<file path="src/rtl/toh_pkg.sv">
package toh_pkg;

  typedef enum logic [3:0] {
    SL_NONE, SL_J0, SL_Z02, SL_Z03, SL_F1, SL_K1, SL_K2, SL_S1, SL_M1
  } slot_e;

  // Slot positions, 0-based row/column within an STS-3 frame.
  localparam int J0_ROW  = 0;  localparam int J0_COL  = 6;
  localparam int Z02_ROW = 0;  localparam int Z02_COL = 7;
  localparam int Z03_ROW = 0;  localparam int Z03_COL = 8;
  localparam int F1_ROW  = 1;  localparam int F1_COL  = 6;
  localparam int K1_ROW  = 4;  localparam int K1_COL  = 3;
  localparam int K2_ROW  = 4;  localparam int K2_COL  = 6;
  localparam int S1_ROW  = 8;  localparam int S1_COL  = 0;
  localparam int M1_ROW  = 8;  localparam int M1_COL  = 5;

  typedef struct packed {
    logic       rei_inh;
    logic       ais;
    logic       aps;
    logic       k2lo;
    logic       s1;
    logic       f1;
    logic       z0;
    logic       j0;
    logic [12:0] aps_val;
    logic [2:0]  k2lo_val;
    logic [7:0]  s1_val;
    logic [7:0]  f1_val;
    logic [7:0]  z02_val;
    logic [7:0]  z03_val;
  } host_ctl_t;

  typedef struct packed {
    host_ctl_t  ctl;
    logic [7:0] j0_byte;
    logic [7:0] m1_val;
  } frame_cfg_t;

endpackage

</file>
<file path="src/rtl/toh_pos_decode.sv">
module toh_pos_decode
  import toh_pkg::*;
#(
  parameter int ROW_W    = 4,
  parameter int COL_W    = 9,
  parameter int LINE_ROW = 3
) (
  input  logic [ROW_W-1:0] row_i,
  input  logic [COL_W-1:0] col_i,
  output slot_e            slot_o,
  output logic             line_o
);

  function automatic logic at(input int r, input int c, input int sr, input int sc);
    return (r == sr) && (c == sc);
  endfunction

  int r_i;
  int c_i;

  always_comb begin
    r_i    = int'(row_i);
    c_i    = int'(col_i);
    line_o = (r_i >= LINE_ROW);
    slot_o = SL_NONE;
    if      (at(r_i, c_i, J0_ROW,  J0_COL))  slot_o = SL_J0;
    else if (at(r_i, c_i, Z02_ROW, Z02_COL)) slot_o = SL_Z02;
    else if (at(r_i, c_i, Z03_ROW, Z03_COL)) slot_o = SL_Z03;
    else if (at(r_i, c_i, F1_ROW,  F1_COL))  slot_o = SL_F1;
    else if (at(r_i, c_i, K1_ROW,  K1_COL))  slot_o = SL_K1;
    else if (at(r_i, c_i, K2_ROW,  K2_COL))  slot_o = SL_K2;
    else if (at(r_i, c_i, S1_ROW,  S1_COL))  slot_o = SL_S1;
    else if (at(r_i, c_i, M1_ROW,  M1_COL))  slot_o = SL_M1;
  end

endmodule

</file>
<file path="src/rtl/toh_frame_shadow.sv">
module toh_frame_shadow
  import toh_pkg::*;
#(
  parameter int B2_W      = 5,
  parameter int TRACE_LEN = 16,
  parameter int M1_CAP    = 24
) (
  input  logic                   clk,
  input  logic                   rst_n,
  input  logic                   sof_i,
  input  host_ctl_t              ctl_i,
  input  logic [B2_W-1:0]        b2_i,
  input  logic [TRACE_LEN*8-1:0] trace_i,
  output frame_cfg_t             cfg_o
);

  localparam int IDX_W = (TRACE_LEN > 1) ? $clog2(TRACE_LEN) : 1;
  localparam logic [IDX_W-1:0] IDX_LAST = IDX_W'(TRACE_LEN - 1);

  logic [7:0]       trace_b [TRACE_LEN];
  logic [IDX_W-1:0] idx_q, idx_d;
  frame_cfg_t       cfg_q, cfg_d;
  logic [7:0]       m1_sat;

  for (genvar g = 0; g < TRACE_LEN; g++) begin : g_trace
    assign trace_b[g] = trace_i[8*g +: 8];
  end

  always_comb begin
    if (32'(b2_i) > M1_CAP) m1_sat = 8'(M1_CAP);
    else                    m1_sat = 8'(b2_i);
    idx_d         = (idx_q == IDX_LAST) ? '0 : idx_q + IDX_W'(1);
    cfg_d.ctl     = ctl_i;
    cfg_d.j0_byte = trace_b[idx_d];
    cfg_d.m1_val  = m1_sat;
  end

  always_ff @(posedge clk or negedge rst_n) begin
    if (!rst_n) begin
      idx_q <= IDX_LAST;
      cfg_q <= '0;
    end else if (sof_i) begin
      idx_q <= idx_d;
      cfg_q <= cfg_d;
    end
  end

  assign cfg_o = cfg_q;

  assert_trace_wrap_R9: assert property (@(posedge clk) disable iff (!rst_n)
    (sof_i && idx_q == IDX_LAST) |=> (idx_q == '0));

  assert_trace_step_R9: assert property (@(posedge clk) disable iff (!rst_n)
    (sof_i && idx_q != IDX_LAST) |=> (idx_q == $past(idx_q) + IDX_W'(1)));

  assert_cfg_hold_R10: assert property (@(posedge clk) disable iff (!rst_n)
    !sof_i |=> $stable(cfg_q));

  assert_m1_cap_R3: assert property (@(posedge clk) disable iff (!rst_n)
    cfg_q.m1_val <= 8'(M1_CAP));

endmodule

</file>
<file path="src/rtl/toh_byte_select.sv">
module toh_byte_select
  import toh_pkg::*;
#(
  parameter logic [7:0] DEF_J0  = 8'h01,
  parameter logic [7:0] DEF_Z02 = 8'h02,
  parameter logic [7:0] DEF_Z03 = 8'h03,
  parameter logic [7:0] DEF_K1  = 8'h00,
  parameter logic [7:0] DEF_K2  = 8'h00,
  parameter logic [7:0] DEF_S1  = 8'h0F,
  parameter logic [7:0] DEF_F1  = 8'h00,
  parameter logic [7:0] DEF_M1  = 8'h00
) (
  input  slot_e      slot_i,
  input  logic       line_i,
  input  logic [7:0] din_i,
  input  logic       oac_vld_i,
  input  logic [7:0] oac_byte_i,
  input  frame_cfg_t cfg_i,
  output logic [7:0] byte_o
);

  logic [7:0] k1_b, k2_b, s1_b, f1_b;

  always_comb begin
    k1_b = cfg_i.ctl.aps ? cfg_i.ctl.aps_val[12:5] : DEF_K1;
    k2_b = { (cfg_i.ctl.aps  ? cfg_i.ctl.aps_val[4:0] : DEF_K2[7:3]),
             (cfg_i.ctl.k2lo ? cfg_i.ctl.k2lo_val     : DEF_K2[2:0]) };
    s1_b = cfg_i.ctl.s1 ? cfg_i.ctl.s1_val : (oac_vld_i ? oac_byte_i : DEF_S1);
    f1_b = cfg_i.ctl.f1 ? cfg_i.ctl.f1_val : (oac_vld_i ? oac_byte_i : DEF_F1);

    byte_o = din_i;
    unique case (slot_i)
      SL_J0:   byte_o = cfg_i.ctl.j0 ? cfg_i.j0_byte     : DEF_J0;
      SL_Z02:  byte_o = cfg_i.ctl.z0 ? cfg_i.ctl.z02_val : DEF_Z02;
      SL_Z03:  byte_o = cfg_i.ctl.z0 ? cfg_i.ctl.z03_val : DEF_Z03;
      SL_F1:   byte_o = f1_b;
      SL_K1:   byte_o = k1_b;
      SL_K2:   byte_o = k2_b;
      SL_S1:   byte_o = s1_b;
      SL_M1:   byte_o = cfg_i.ctl.rei_inh ? DEF_M1 : cfg_i.m1_val;
      default: byte_o = din_i;
    endcase

    if (cfg_i.ctl.ais && line_i) byte_o = 8'hFF;
  end

endmodule

</file>
<file path="src/rtl/sonet_toh_inserter.sv">
module sonet_toh_inserter
  import toh_pkg::*;
#(
  parameter int ROWS      = 9,
  parameter int COLS      = 270,
  parameter int LINE_ROW  = 3,
  parameter int B2_W      = 5,
  parameter int TRACE_LEN = 16,
  parameter int M1_CAP    = 24,
  localparam int ROW_W    = $clog2(ROWS),
  localparam int COL_W    = $clog2(COLS)
) (
  input  logic                   clk,
  input  logic                   rst_n,
  input  logic                   byte_en,
  input  logic [ROW_W-1:0]       row,
  input  logic [COL_W-1:0]       col,
  input  logic [7:0]             din,
  input  logic                   oac_vld,
  input  logic [7:0]             oac_byte,
  input  logic [B2_W-1:0]        b2_errs,
  input  logic                   rei_inhibit,
  input  logic                   line_ais,
  input  logic                   aps_sel,
  input  logic                   k2_low_sel,
  input  logic                   s1_sel,
  input  logic                   f1_sel,
  input  logic                   z0_sel,
  input  logic                   trace_sel,
  input  logic [12:0]            aps_value,
  input  logic [2:0]             k2_low_value,
  input  logic [7:0]             s1_value,
  input  logic [7:0]             f1_value,
  input  logic [7:0]             z0_2_value,
  input  logic [7:0]             z0_3_value,
  input  logic [TRACE_LEN*8-1:0] trace_msg,
  output logic [7:0]             dout,
  output logic                   dout_vld
);

  logic [1:0] rst_pipe;
  logic       rst_s_n;

  always_ff @(posedge clk or negedge rst_n) begin
    if (!rst_n) rst_pipe <= '0;
    else        rst_pipe <= {rst_pipe[0], 1'b1};
  end
  assign rst_s_n = rst_pipe[1];

  host_ctl_t  live_ctl;
  frame_cfg_t cfg;
  slot_e      slot;
  logic       line_rgn;
  logic       sof;
  logic [7:0] sel_byte;
  logic [7:0] dout_q;
  logic       vld_q;

  always_comb begin
    live_ctl.rei_inh  = rei_inhibit;
    live_ctl.ais      = line_ais;
    live_ctl.aps      = aps_sel;
    live_ctl.k2lo     = k2_low_sel;
    live_ctl.s1       = s1_sel;
    live_ctl.f1       = f1_sel;
    live_ctl.z0       = z0_sel;
    live_ctl.j0       = trace_sel;
    live_ctl.aps_val  = aps_value;
    live_ctl.k2lo_val = k2_low_value;
    live_ctl.s1_val   = s1_value;
    live_ctl.f1_val   = f1_value;
    live_ctl.z02_val  = z0_2_value;
    live_ctl.z03_val  = z0_3_value;
    sof = byte_en && (row == '0) && (col == '0);
  end

  toh_pos_decode #(.ROW_W(ROW_W), .COL_W(COL_W), .LINE_ROW(LINE_ROW)) u_decode (
    .row_i (row),
    .col_i (col),
    .slot_o(slot),
    .line_o(line_rgn)
  );

  toh_frame_shadow #(.B2_W(B2_W), .TRACE_LEN(TRACE_LEN), .M1_CAP(M1_CAP)) u_shadow (
    .clk    (clk),
    .rst_n  (rst_s_n),
    .sof_i  (sof),
    .ctl_i  (live_ctl),
    .b2_i   (b2_errs),
    .trace_i(trace_msg),
    .cfg_o  (cfg)
  );

  toh_byte_select u_select (
    .slot_i    (slot),
    .line_i    (line_rgn),
    .din_i     (din),
    .oac_vld_i (oac_vld),
    .oac_byte_i(oac_byte),
    .cfg_i     (cfg),
    .byte_o    (sel_byte)
  );

  always_ff @(posedge clk or negedge rst_s_n) begin
    if (!rst_s_n) begin
      dout_q <= '0;
      vld_q  <= 1'b0;
    end else begin
      vld_q <= byte_en;
      if (byte_en) dout_q <= sel_byte;
    end
  end

  assign dout     = dout_q;
  assign dout_vld = vld_q;

  assert_vld_follows_R2: assert property (@(posedge clk) disable iff (!rst_s_n)
    byte_en |=> dout_vld);

  assert_no_stray_vld_R2: assert property (@(posedge clk) disable iff (!rst_s_n)
    !byte_en |=> !dout_vld);

  assert_soh_kept_R4: assert property (@(posedge clk) disable iff (!rst_s_n)
    (byte_en && !line_rgn && slot == SL_NONE) |=> (dout == $past(din)));

  assert_ais_ones_R4: assert property (@(posedge clk) disable iff (!rst_s_n)
    (byte_en && cfg.ctl.ais && line_rgn) |=> (dout == 8'hFF));

  assert_m1_bound_R3: assert property (@(posedge clk) disable iff (!rst_s_n)
    (byte_en && slot == SL_M1 && !cfg.ctl.ais) |=> (dout <= 8'(M1_CAP)));

endmodule

</file>
<file path="config.mk">
export PLATFORM = sky130hd
export DESIGN_NAME = sonet_toh_inserter
export DESIGN_NICKNAME = d
export VERILOG_FILES = /design/src/rtl/toh_pkg.sv /design/src/rtl/toh_pos_decode.sv /design/src/rtl/toh_frame_shadow.sv /design/src/rtl/toh_byte_select.sv /design/src/rtl/sonet_toh_inserter.sv
export SDC_FILE = /design/constraint.sdc
export NUM_CORES = 1
export LEC_CHECK = 0
export ABC_CLOCK_PERIOD_IN_PS = 2630
export BUFFER_PORTS_ARGS = -buffer_cell sky130_fd_sc_hd__buf_4
export CAP_MARGIN = 20
export CORE_UTILIZATION = 44
export DETAILED_ROUTE_END_ITERATION = 7
export GPL_ROUTABILITY_DRIVEN = 0
export PLACE_DENSITY = 0.77
export SYNTH_ARGS = -nofsm -noshare
export SYNTH_HDL_FRONTEND = slang
export SYNTH_HIERARCHICAL = 1
export SYNTH_SLANG_ARGS = --single-unit
</file>
<file path="constraint.sdc">
create_clock -name clk -period 2.63 [get_ports clk]
set_clock_uncertainty 0.1 [all_clocks]
set_input_delay 0 -clock clk [delete_from_list [all_inputs] [get_ports clk]]
set_output_delay 0 -clock clk [all_outputs]
set_load 0.01 [all_outputs]
</file>
Word-level counts from Yosys, hierarchy flattened
Cells that the tools add are included.
W data, S select, Z words.
{ "totals": {"out_inout_bits": 9, "wordCells": 83, "reg_bits": 87} }
{ "classes": {"magnitude_cmp": 3, "n_mux": 26, "reduce_logical": 15, "addsub": 1, "n_bitwise": 1, "eq_ne": 17} }
{ "op_table": {"columns": ["cell", "count"], "rows": [
  ["$mux W8", 12],
  ["$pmux W8 S8", 1],
  ["$mux W4", 9],
  ["$bmux W8 S4", 1],
  ["$eq A9 B4 Y1 const B", 3],
  ["$logic_not A9 Y1", 2],
  ["$eq A4 B3 Y1 const B", 4],
  ["$eq A4 B4 Y1 const B", 4],
  ["$eq A4 B2 Y1 const B", 3],
  ["$logic_and A1 B1 Y1", 11],
  ["$mux W5", 2],
  ["$eq A9 B3 Y1 const B", 1],
  ["$eq A9 B5 Y1 const B", 1],
  ["$logic_not A4 Y1", 2],
  ["$ge A5 B5 Y1 const B", 1],
  ["$gt A5 B5 Y1 const B", 1],
  ["$not A4 Y5", 1],
  ["$add A4 B1 Y4 const B", 1],
  ["$eq A4 B1 Y1 const B", 1],
  ["$ge A4 B2 Y1 const B", 1],
  ["$mux W3", 1]
]} }

Longest topological paths before layout
Gate-level depths: netlist (run 1).
{ "depth": {"depth_word": 13, "depth_mapped": 12, "depth_no_buf": 9} }

Cells and area by module
Netlist (run 1), hierarchy kept.
{ "by_module_without_submodules": {"columns": ["mod", "area_each_um2", "seq_area_each_um2", "cells_each", "n_inst"], "rows": [
  ["toh_frame_shadow", 4130.2, 1831.8, 364, 1],
  ["toh_byte_select", 884.6, 0.0, 132, 1],
  ["sonet_toh_inserter", 420.4, 275.3, 26, 1],
  ["toh_pos_decode", 188.9, 0.0, 29, 1]
]} }

Worst setup path before layout (run 1)
No wires, ideal clock.
{ "synth_timing": {"path_kind": "register to register", "start": "reg u_shadow.idx_q[0]", "end": "reg u_shadow.cfg_q (netlist bit u_shadow/cfg_o[12])", "path_slack_ps": 141, "arrival_ps": 2265, "path_stages_with_launch": 9, "t_required_ps": 2406, "path_cell_list": "dfstp_2 ha_1 buf_2 xor2_2 mux2_1 a221o_2 nor2_1 a2111oi_1 a211o_1"} }
{ "synth_via": {"elab_chain_cells": 6, "word_cells_on_any_way": 7, "cone_classes": "add/sub: 1; eq/ne: 1; mux: 4; bitwise: 1"} }
{ "synth_rtl": {"columns": ["item", "line", "rtl"], "rows": [
  ["from (decl)", "toh_frame_shadow.sv:21", "logic [IDX_W-1:0] idx_q, idx_d;"],
  ["from (signal assigned)", "toh_frame_shadow.sv:43", "idx_q <= idx_d;"],
  ["$add A4 B1 Y4 / $eq A4 B4 Y1 (equally long branches)", "toh_frame_shadow.sv:32", "idx_d = (idx_q == IDX_LAST) ? '0 : idx_q + IDX_W'(1);"],
  ["$mux W4 (*)", "toh_frame_shadow.sv:32", null],
  ["$not A4 Y5 (not written as such) (*)", "toh_frame_shadow.sv:34", "cfg_d.j0_byte = trace_b[idx_d];"],
  ["$bmux W8 S4 (*)", "toh_frame_shadow.sv:34", null],
  ["$mux W8 (not written as such) (*) (2 in a row)", "toh_frame_shadow.sv:34", null],
  ["to (signal assigned)", "toh_frame_shadow.sv:44", "cfg_q <= cfg_d;"],
  ["to (decl)", "toh_frame_shadow.sv:22", "frame_cfg_t cfg_q, cfg_d;"]
]} }
Every way passes the cells marked *; elsewhere a longest branch is shown, timed or not. The select of a mux whose other input is x is not followed.
A chain may end at the register's enable or synchronous reset.

Worst setup path after layout (run 1)
{ "layout_timing": {"start": "reg u_shadow.idx_q[1]", "end": "reg u_shadow.cfg_q (netlist bit u_shadow/cfg_o[13])"} }
Same word-level chain as after synthesis.

==> results.json, run 1 <==
{
  "crit_chain": "ha_2, buf_4, nor2b_1, a21oi_1, nor2b_1, o21ai_0, nand4_1, o32a_1",
  "drt_iter0_drc": 470,
  "drv_slew": 0,
  "total_power_uw": 3210,
  "power_frac_seq_pct": 41.7,
  "hold_class": "in -> reg",
  "cts_tree": "built",
  "yosysUniqueCellTypes": 76,
  "grt_usage_pct": 28.9,
  "grt_pass1_vias": 5935,
  "clk_pin_slew_worst_paths_ns": 0.06,
  "io_buffers": 230,
  "critPathLaunch": "u_shadow/idx_q[1]$_DFFE_PN1P_",
  "start_util_pct": 46.1,
  "final_nets": 1068,
  "antenna_cells": 0,
  "antenna_found_initial": 0,
  "clock_path_buffers": 2,
  "die_x_um": 115,
  "rsz0062_at_grt": "false",
  "drive_above_1_share_pct": 44.2,
  "drc": 0,
  "yosysTopAreaCellShare_pct": 35.6,
  "cp-end-kind": "flip-flop",
  "cp_top_family": "compound AO/OA/AOI/OAI gates",
  "syn-cell-area_um2": 5620,
  "slew_headroom_pct": 60.9,
  "hold_path.startpoint": "din[1]",
  "intPower_uw": 2500,
  "ff2ff_path_depth": 8,
  "async_flop_share_pct": 100,
  "pin_count": 231,
  "max_stage_delay_ns": 0.56,
  "vias": 5748,
  "status": "finished clean",
  "avgRoutedWirePerCell_um": 18.5,
  "final_common_cell": "buf_4",
  "critPathBufInv": 1,
  "core_um2": 12200,
  "detail-route-antenna-nets": 0,
  "hpwl_mm": 14.1,
  "cp.depth": 8,
  "wl_mm": 18.9,
  "rr_endpoint": "u_shadow/cfg_o[13]$_DFFE_PN0P_",
  "ys_ff_latch": 84,
  "finalCriticalPeriod_ns": 2.43,
  "cts_max_level": 3,
  "synth_edf_count": 0,
  "vias_per_cell": 5.65,
  "ys_seq_area_share_pct": 37.5,
  "clk_latency_ns": 0.33,
  "holdWs_ns": 0.0111,
  "areaGrowthSynthToFinish_pct": 53.3,
  "yosys_warnings": 6,
  "cts_sinks": 84,
  "timing.fmax_mhz": 412,
  "powerDensity_nw_per_um2": 372,
  "setup.worst_path.end": "u_shadow/cfg_o[13]$_DFFE_PN0P_",
  "criticalPathCategory": "reg -> reg",
  "cts_setup_buffers": 0,
  "setup-violations-final": 0,
  "numCtsBuffers": 9,
  "finalHoldViolCount": 0,
  "cp.arrival_ns": 2.54,
  "p_leak_uw": 0.00400,
  "cp_common_cell": "nor2b_1",
  "pwr-share-comb_pct": 16.6,
  "fin_crit_sh_pct": 92.3,
  "avgSynthCellArea_um2": 10.2,
  "finalSetupTns_ns": 0,
  "yosys.area.top_type": "dfrtp_1",
  "synth_area_leaders": "dfrtp_1, mux2_2, mux4_2",
  "worst_slew_pin_slew_ns": 0.584,
  "dieArea_um2": 13200,
  "core.rowCount": 40,
  "ys.flop_type": "dfrtp_1",
  "grt_start_max_net_pins": 43,
  "root_buffer": "clkbuf_16",
  "ir_drop_mv": 0.335,
  "switching_share_pct": 21.9,
  "cp_slowest_cell": "dfstp_2",
  "rr_startpoint": "u_shadow/idx_q[1]$_DFFE_PN1P_",
  "overflow": 0,
  "final_cell_mix": "buf_4, dfrtp_1, mux2_2, dlygate4sd3_1, nand2_1",
  "power.share.clock_pct": 41.7,
  "crit_fanout": 13,
  "dr.pass1.iters": 7,
  "grt_pass1_wl_mm": 29.1,
  "timing.max_cap.violations": 0,
  "start_kind": "flip-flop",
  "required_ns": 2.74,
  "regToRegSetupSlack_ns": 0.20,
  "fp.dieH_um": 115,
  "p_switching_uw": 702,
  "synth_cells": 551
}
cells by family (layout without fill, tap and decap cells):
| group | count (synthesis) | in the layout | share of synthesized area [%] |
|---|---|---|---|
| buf+inv | 57 | 354 | 4.54 |
| fa+ha+maj | 1 | 1 | 0.222 |
| xor+xnor | 6 | 6 | 1.20 |
| flops | 84 | 84 | 37.5 |
| simple gates | 163 | 163 | 16.4 |
| compound gates | 134 | 134 | 16.7 |
| other cells | 2 | 4 | 0.134 |
| mux | 104 | 104 | 23.3 |
sequential cells by signal, summed over array words and instances (netlist names):
name            count
u_shadow/cfg_o     69
dout                8
u_shadow/idx_q      4
rst_pipe            2
dout_vld            1
area by class of cell:
class                           count  area, µm²
Clock buffer                       10        229
Clock inverter                      6       86.3
Fill cell                         907       3590
Inverter                           15       56.3
Multi-Input combinational cell    412       3280
Sequential cell                    84       2110
Tap cell                          168        210
Timing Repair Buffer              323       2650
repair_timing:
item                       CTS  global route
gates resized for setup      0             1
hold buffers                73             0
setup endpoints to repair    0             2
hold endpoints to repair    72             0
worst reg2reg max path: cells and delay by family (launching register included):
family / cells / cell delay, ns
AO/OA/AOI/OAI: 3 / 0.88
buffers and inverters: 1 / 0.20
flip-flops: 1 / 0.56
adder cells (fa/ha/maj): 1 / 0.25
AND/OR/NAND/NOR: 3 / 0.30
metrics by stage:
stage	instance area, µm²	worst slack, ns	std cells	util, %
after floorplan	5630	0.0242	553	-
after global placement	7570	0.199	929	62.0
after detailed placement	7570	0.157	929	62.0
after CTS	8620	0.124	1018	70.6
after global routing	8620	0.0590	1018	70.6
final	8620	0.204	1018	70.6
synth_stat cells (3+ instances only):
master	instances
a21boi_0	4
buf_1	12
a211o_1	5
mux4_2	13
nor2b_1	12
inv_1	15
nand2_1	54
o21ai_0	24
and3_1	9
dfrtp_1	80
nand4_1	6
nor2_1	22
nand2b_1	6
and2_1	5
buf_2	12
mux2_2	73
a31oi_1	6
o221ai_1	5
a21oi_1	28
a221oi_1	9
nor3b_1	6
buf_4	3
nand3b_1	12
o31ai_1	3
dfstp_2	4
a22oi_1	5
a211oi_1	13
o21a_1	3
nand3_1	8
mux2i_1	16
nor4_1	4
clkbuf_1	13
worst min-delay path by stage:
stage                     depth (start not counted)                     to  slack (ns)
after global placement                            1  rst_pipe[0]$_DFF_PN0_       -0.32
after global routing                              4    dout[1]$_DFFE_PN0P_        0.03
final                                             4    dout[1]$_DFFE_PN0P_        0.01
after detailed placement                          1  rst_pipe[0]$_DFF_PN0_       -0.32
after floorplan                                   0  rst_pipe[0]$_DFF_PN0_       -0.40
after CTS                                         4    dout[1]$_DFFE_PN0P_        0.01
layer usage:
metal / GRT usage [%] / routed length, µm / vias up
met2: 54.9 / 10000 / 292
met3: 4.43 / 1200 / 42
met1: 32.1 / 7120 / 2755
li1: - / - / 2659
met4: 11.3 / 527 / 0
met5: 0 / 0 / -
power groups by stage:
stage	logic [µW]	registers (µW)	clock network, µW
2_1_floorplan	109	1370	0
3_3_place_gp	433	1360	0
3_5_place_dp	440	1360	0
4_1_cts	527	1340	1350
5_1_grt	567	1340	1410
6_report	531	1340	1340
Power figures use the tool's default switching activity.
==> inputs of run 2 (changes only) <==
--- a/config.mk
+++ b/config.mk
@@ -8,11 +8,10 @@
 export ABC_CLOCK_PERIOD_IN_PS = 2630
 export BUFFER_PORTS_ARGS = -buffer_cell sky130_fd_sc_hd__buf_4
 export CAP_MARGIN = 20
-export CORE_UTILIZATION = 44
+export CORE_UTILIZATION = 43
 export DETAILED_ROUTE_END_ITERATION = 7
-export GPL_ROUTABILITY_DRIVEN = 0
+export HOLD_SLACK_MARGIN = 0.12
 export PLACE_DENSITY = 0.77
 export SYNTH_ARGS = -nofsm -noshare
 export SYNTH_HDL_FRONTEND = slang
-export SYNTH_HIERARCHICAL = 1
 export SYNTH_SLANG_ARGS = --single-unit
==> results.json, run 2 <==
{
  "largest_register_ffs": 69,
  "max_stage_delay_ns": 0.56,
  "async_flop_share_pct": 100,
  "required_ns": 2.81,
  "vias_per_cell": 5.57,
  "multi_input_area_um2": 2830,
  "pin_count": 231,
  "timing.fmax_mhz": 402,
  "drt_iter0_drc": 496,
  "placed_area_um2": 7040,
  "final_nets": 1113,
  "status": "finished clean",
  "cp_slowest_cell": "or4_4",
  "synth_fp_nets": 803,
  "routabilityCongestion": 0.932,
  "io_buffers": 230,
  "yosysUniqueCellTypes": 59,
  "final_util_pct": 72.2,
  "finalSetupTns_ns": 0,
  "clk_latency_ns": 0.35,
  "grt_usage_pct": 32.6,
  "cts_sinks": 84,
  "worst_slew_pin_slew_ns": 0.982,
  "synth_cells": 580,
  "crit_fanout": 6,
  "fin_crit_sh_pct": 94.7,
  "rsz0062_at_grt": "false",
  "avgRoutedWirePerCell_um": 19.0,
  "criticalPathCategory": "in -> reg",
  "avgSynthCellArea_um2": 8.76,
  "timing.max_cap.violations": 0,
  "ys_ff_latch": 84,
  "powerDensity_nw_per_um2": 396,
  "cts_setup_buffers": 0,
  "nFillCells": 839,
  "yosys_warnings": 0,
  "die_x_um": 111,
  "cp-end-kind": "flip-flop",
  "holdPathEnd": "u_shadow.cfg_o[10]$_DFFE_PN0P_",
  "crit_chain": "buf_4, or4_4, or4_4, nor4_4, a221o_1, a221oi_1, a41oi_1, dlygate4sd3_1",
  "cp_common_cell": "or4_4",
  "rr_startpoint": "u_shadow.idx_q[1]$_DFFE_PN1P_",
  "root_buffer": "clkbuf_16",
  "synth_common_cells": "nand2_1, dfrtp_1, nor2_1",
  "seq_area_um2": 2110,
  "dieArea_um2": 12300,
  "cp.arrival_ns": 2.67,
  "hpwl_mm": 14.3,
  "wl_mm": 19.7,
  "setup-violations-final": 0,
  "clk_pin_slew_worst_paths_ns": 0.07,
  "worstHoldPathCells": 4,
  "holdWs_ns": 0.121,
  "grt_start_max_net_pins": 81,
  "numCtsBuffers": 9,
  "grt_pass1_wl_mm": 30.6,
  "ff2ff_path_depth": 8,
  "dr.pass1.iters": 5,
  "areaGrowthSynthToFinish_pct": 63.0,
  "yosysMostFrequentCell": "nand2_1",
  "drv_slew": 0,
  "start_util_pct": 44.3,
  "hold_class": "in -> reg",
  "yosysTopAreaCellShare_pct": 39.4,
  "overflow": 0,
  "start_kind": "primary input",
  "drc": 0,
  "regToRegSetupSlack_ns": 0.14,
  "yosys.area.top_type": "dfrtp_1",
  "syn-cell-area_um2": 5080,
  "rr_endpoint": "u_shadow.cfg_o[9]$_DFFE_PN0P_",
  "vias": 5789,
  "final_common_cell": "buf_4",
  "synth_area_leaders": "dfrtp_1, nand2_1, mux4_2",
  "ir_drop_mv": 0.305,
  "ys_seq_area_share_pct": 41.5,
  "antenna_found_initial": 1,
  "drive_above_1_share_pct": 34.6,
  "synth_edf_count": 0,
  "fp.dieH_um": 111,
  "p_leak_uw": 0.00402,
  "core.rowCount": 39,
  "cts_tree": "built",
  "hold_path.startpoint": "trace_msg[18]",
  "ys.flop_type": "dfrtp_1",
  "cts_max_level": 3,
  "finalCriticalPeriod_ns": 2.49,
  "final_area_um2": 8280,
  "final_cell_mix": "buf_4, nand2_1, dlygate4sd3_1",
  "slew_headroom_pct": 33.8,
  "clock_path_buffers": 2,
  "grt_pass1_vias": 6041,
  "finalHoldViolCount": 0,
  "detail-route-antenna-nets": 0,
  "core_um2": 11500
}
-- run 2: cell count changes after synthesis, moves of 12 or more --
cell / delta
a211oi_1: -12
a21oi_1: -13
mux2_2: -69
nand3b_1: -12
nand2_1: +175
o21ai_0: -12
-- run 2: worst max-delay path by stage --
stage          slack [ns]                       endpoint                     startpoint
2_1_floorplan        0.02            dout[0]$_DFFE_PN0P_          rst_pipe[1]$_DFF_PN0_
3_3_place_gp         0.15  u_shadow.cfg_o[9]$_DFFE_PN0P_  u_shadow.idx_q[1]$_DFFE_PN1P_
3_5_place_dp         0.04  u_shadow.cfg_o[9]$_DFFE_PN0P_  u_shadow.idx_q[1]$_DFFE_PN1P_
4_1_cts              0.02  u_shadow.cfg_o[9]$_DFFE_PN0P_  u_shadow.idx_q[1]$_DFFE_PN1P_
5_1_grt              0.03  u_shadow.cfg_o[9]$_DFFE_PN0P_  u_shadow.idx_q[1]$_DFFE_PN1P_
6_report             0.14            dout[2]$_DFFE_PN0P_                         row[0]
-- run 2: final cells by class --
cell class / count / area share (%)
Multi-Input combinational cell: 452 / 34.1
Clock buffer: 9 / 2.72
Timing Repair Buffer: 336 / 34.0
Inverter: 7 / 0.317
Sequential cell: 84 / 25.5
Tap cell: 143 / 2.16
Clock inverter: 7 / 1.19
Antenna cell: 1 / 0.0302
-- run 2: report_power, final --
part,internal (µW),total (µW),switching (µW)
logic,379,568,190
registers,1310,1330,18.7
clock network,839,1390,548
total,2530,3280,756
-- run 2: per-layer routing --
layer	up-vias	track usage [%]	share of wire, %
met1	2745	36.3	36
met2	302	58.5	53
met4	0	17.2	4.6
met3	60	6.45	7.0
li1	2682	-	-
met5	-	0	0
-- run 2: what timing repair did --
item                                    CTS  global route
hold endpoints to repair                 76             1
hold buffers                             87             1
endpoints found under the setup margin    0             2
resized for setup                         0             1
-- run 2: metrics by stage --
step	worst slack [ns]	power (µW)	std cells
floorplan	0.0242	1470	580
global placement	0.154	1790	933
detailed placement	0.0430	1800	933
CTS	0.0204	3280	1036
global route	0.0314	3400	1039
finish	0.140	3280	1039
-- run 2: cells by family after synthesis --
logic type / share of synthesized area, %
AO/OA/AOI/OAI: 13.8
AND/OR/NAND/NOR: 25.9
adder cells (fa/ha/maj): 0.246
other: 0.0738
multiplexers: 14.3
buffers and inverters: 3.57
flip-flops: 41.5
XOR/XNOR: 0.517
-- run 2: worst max-delay path: cells and delay by family --
family          cells  cell delay (ns)
compound gates      3             0.50
simple gates        3             1.46
buf+inv             2             0.69
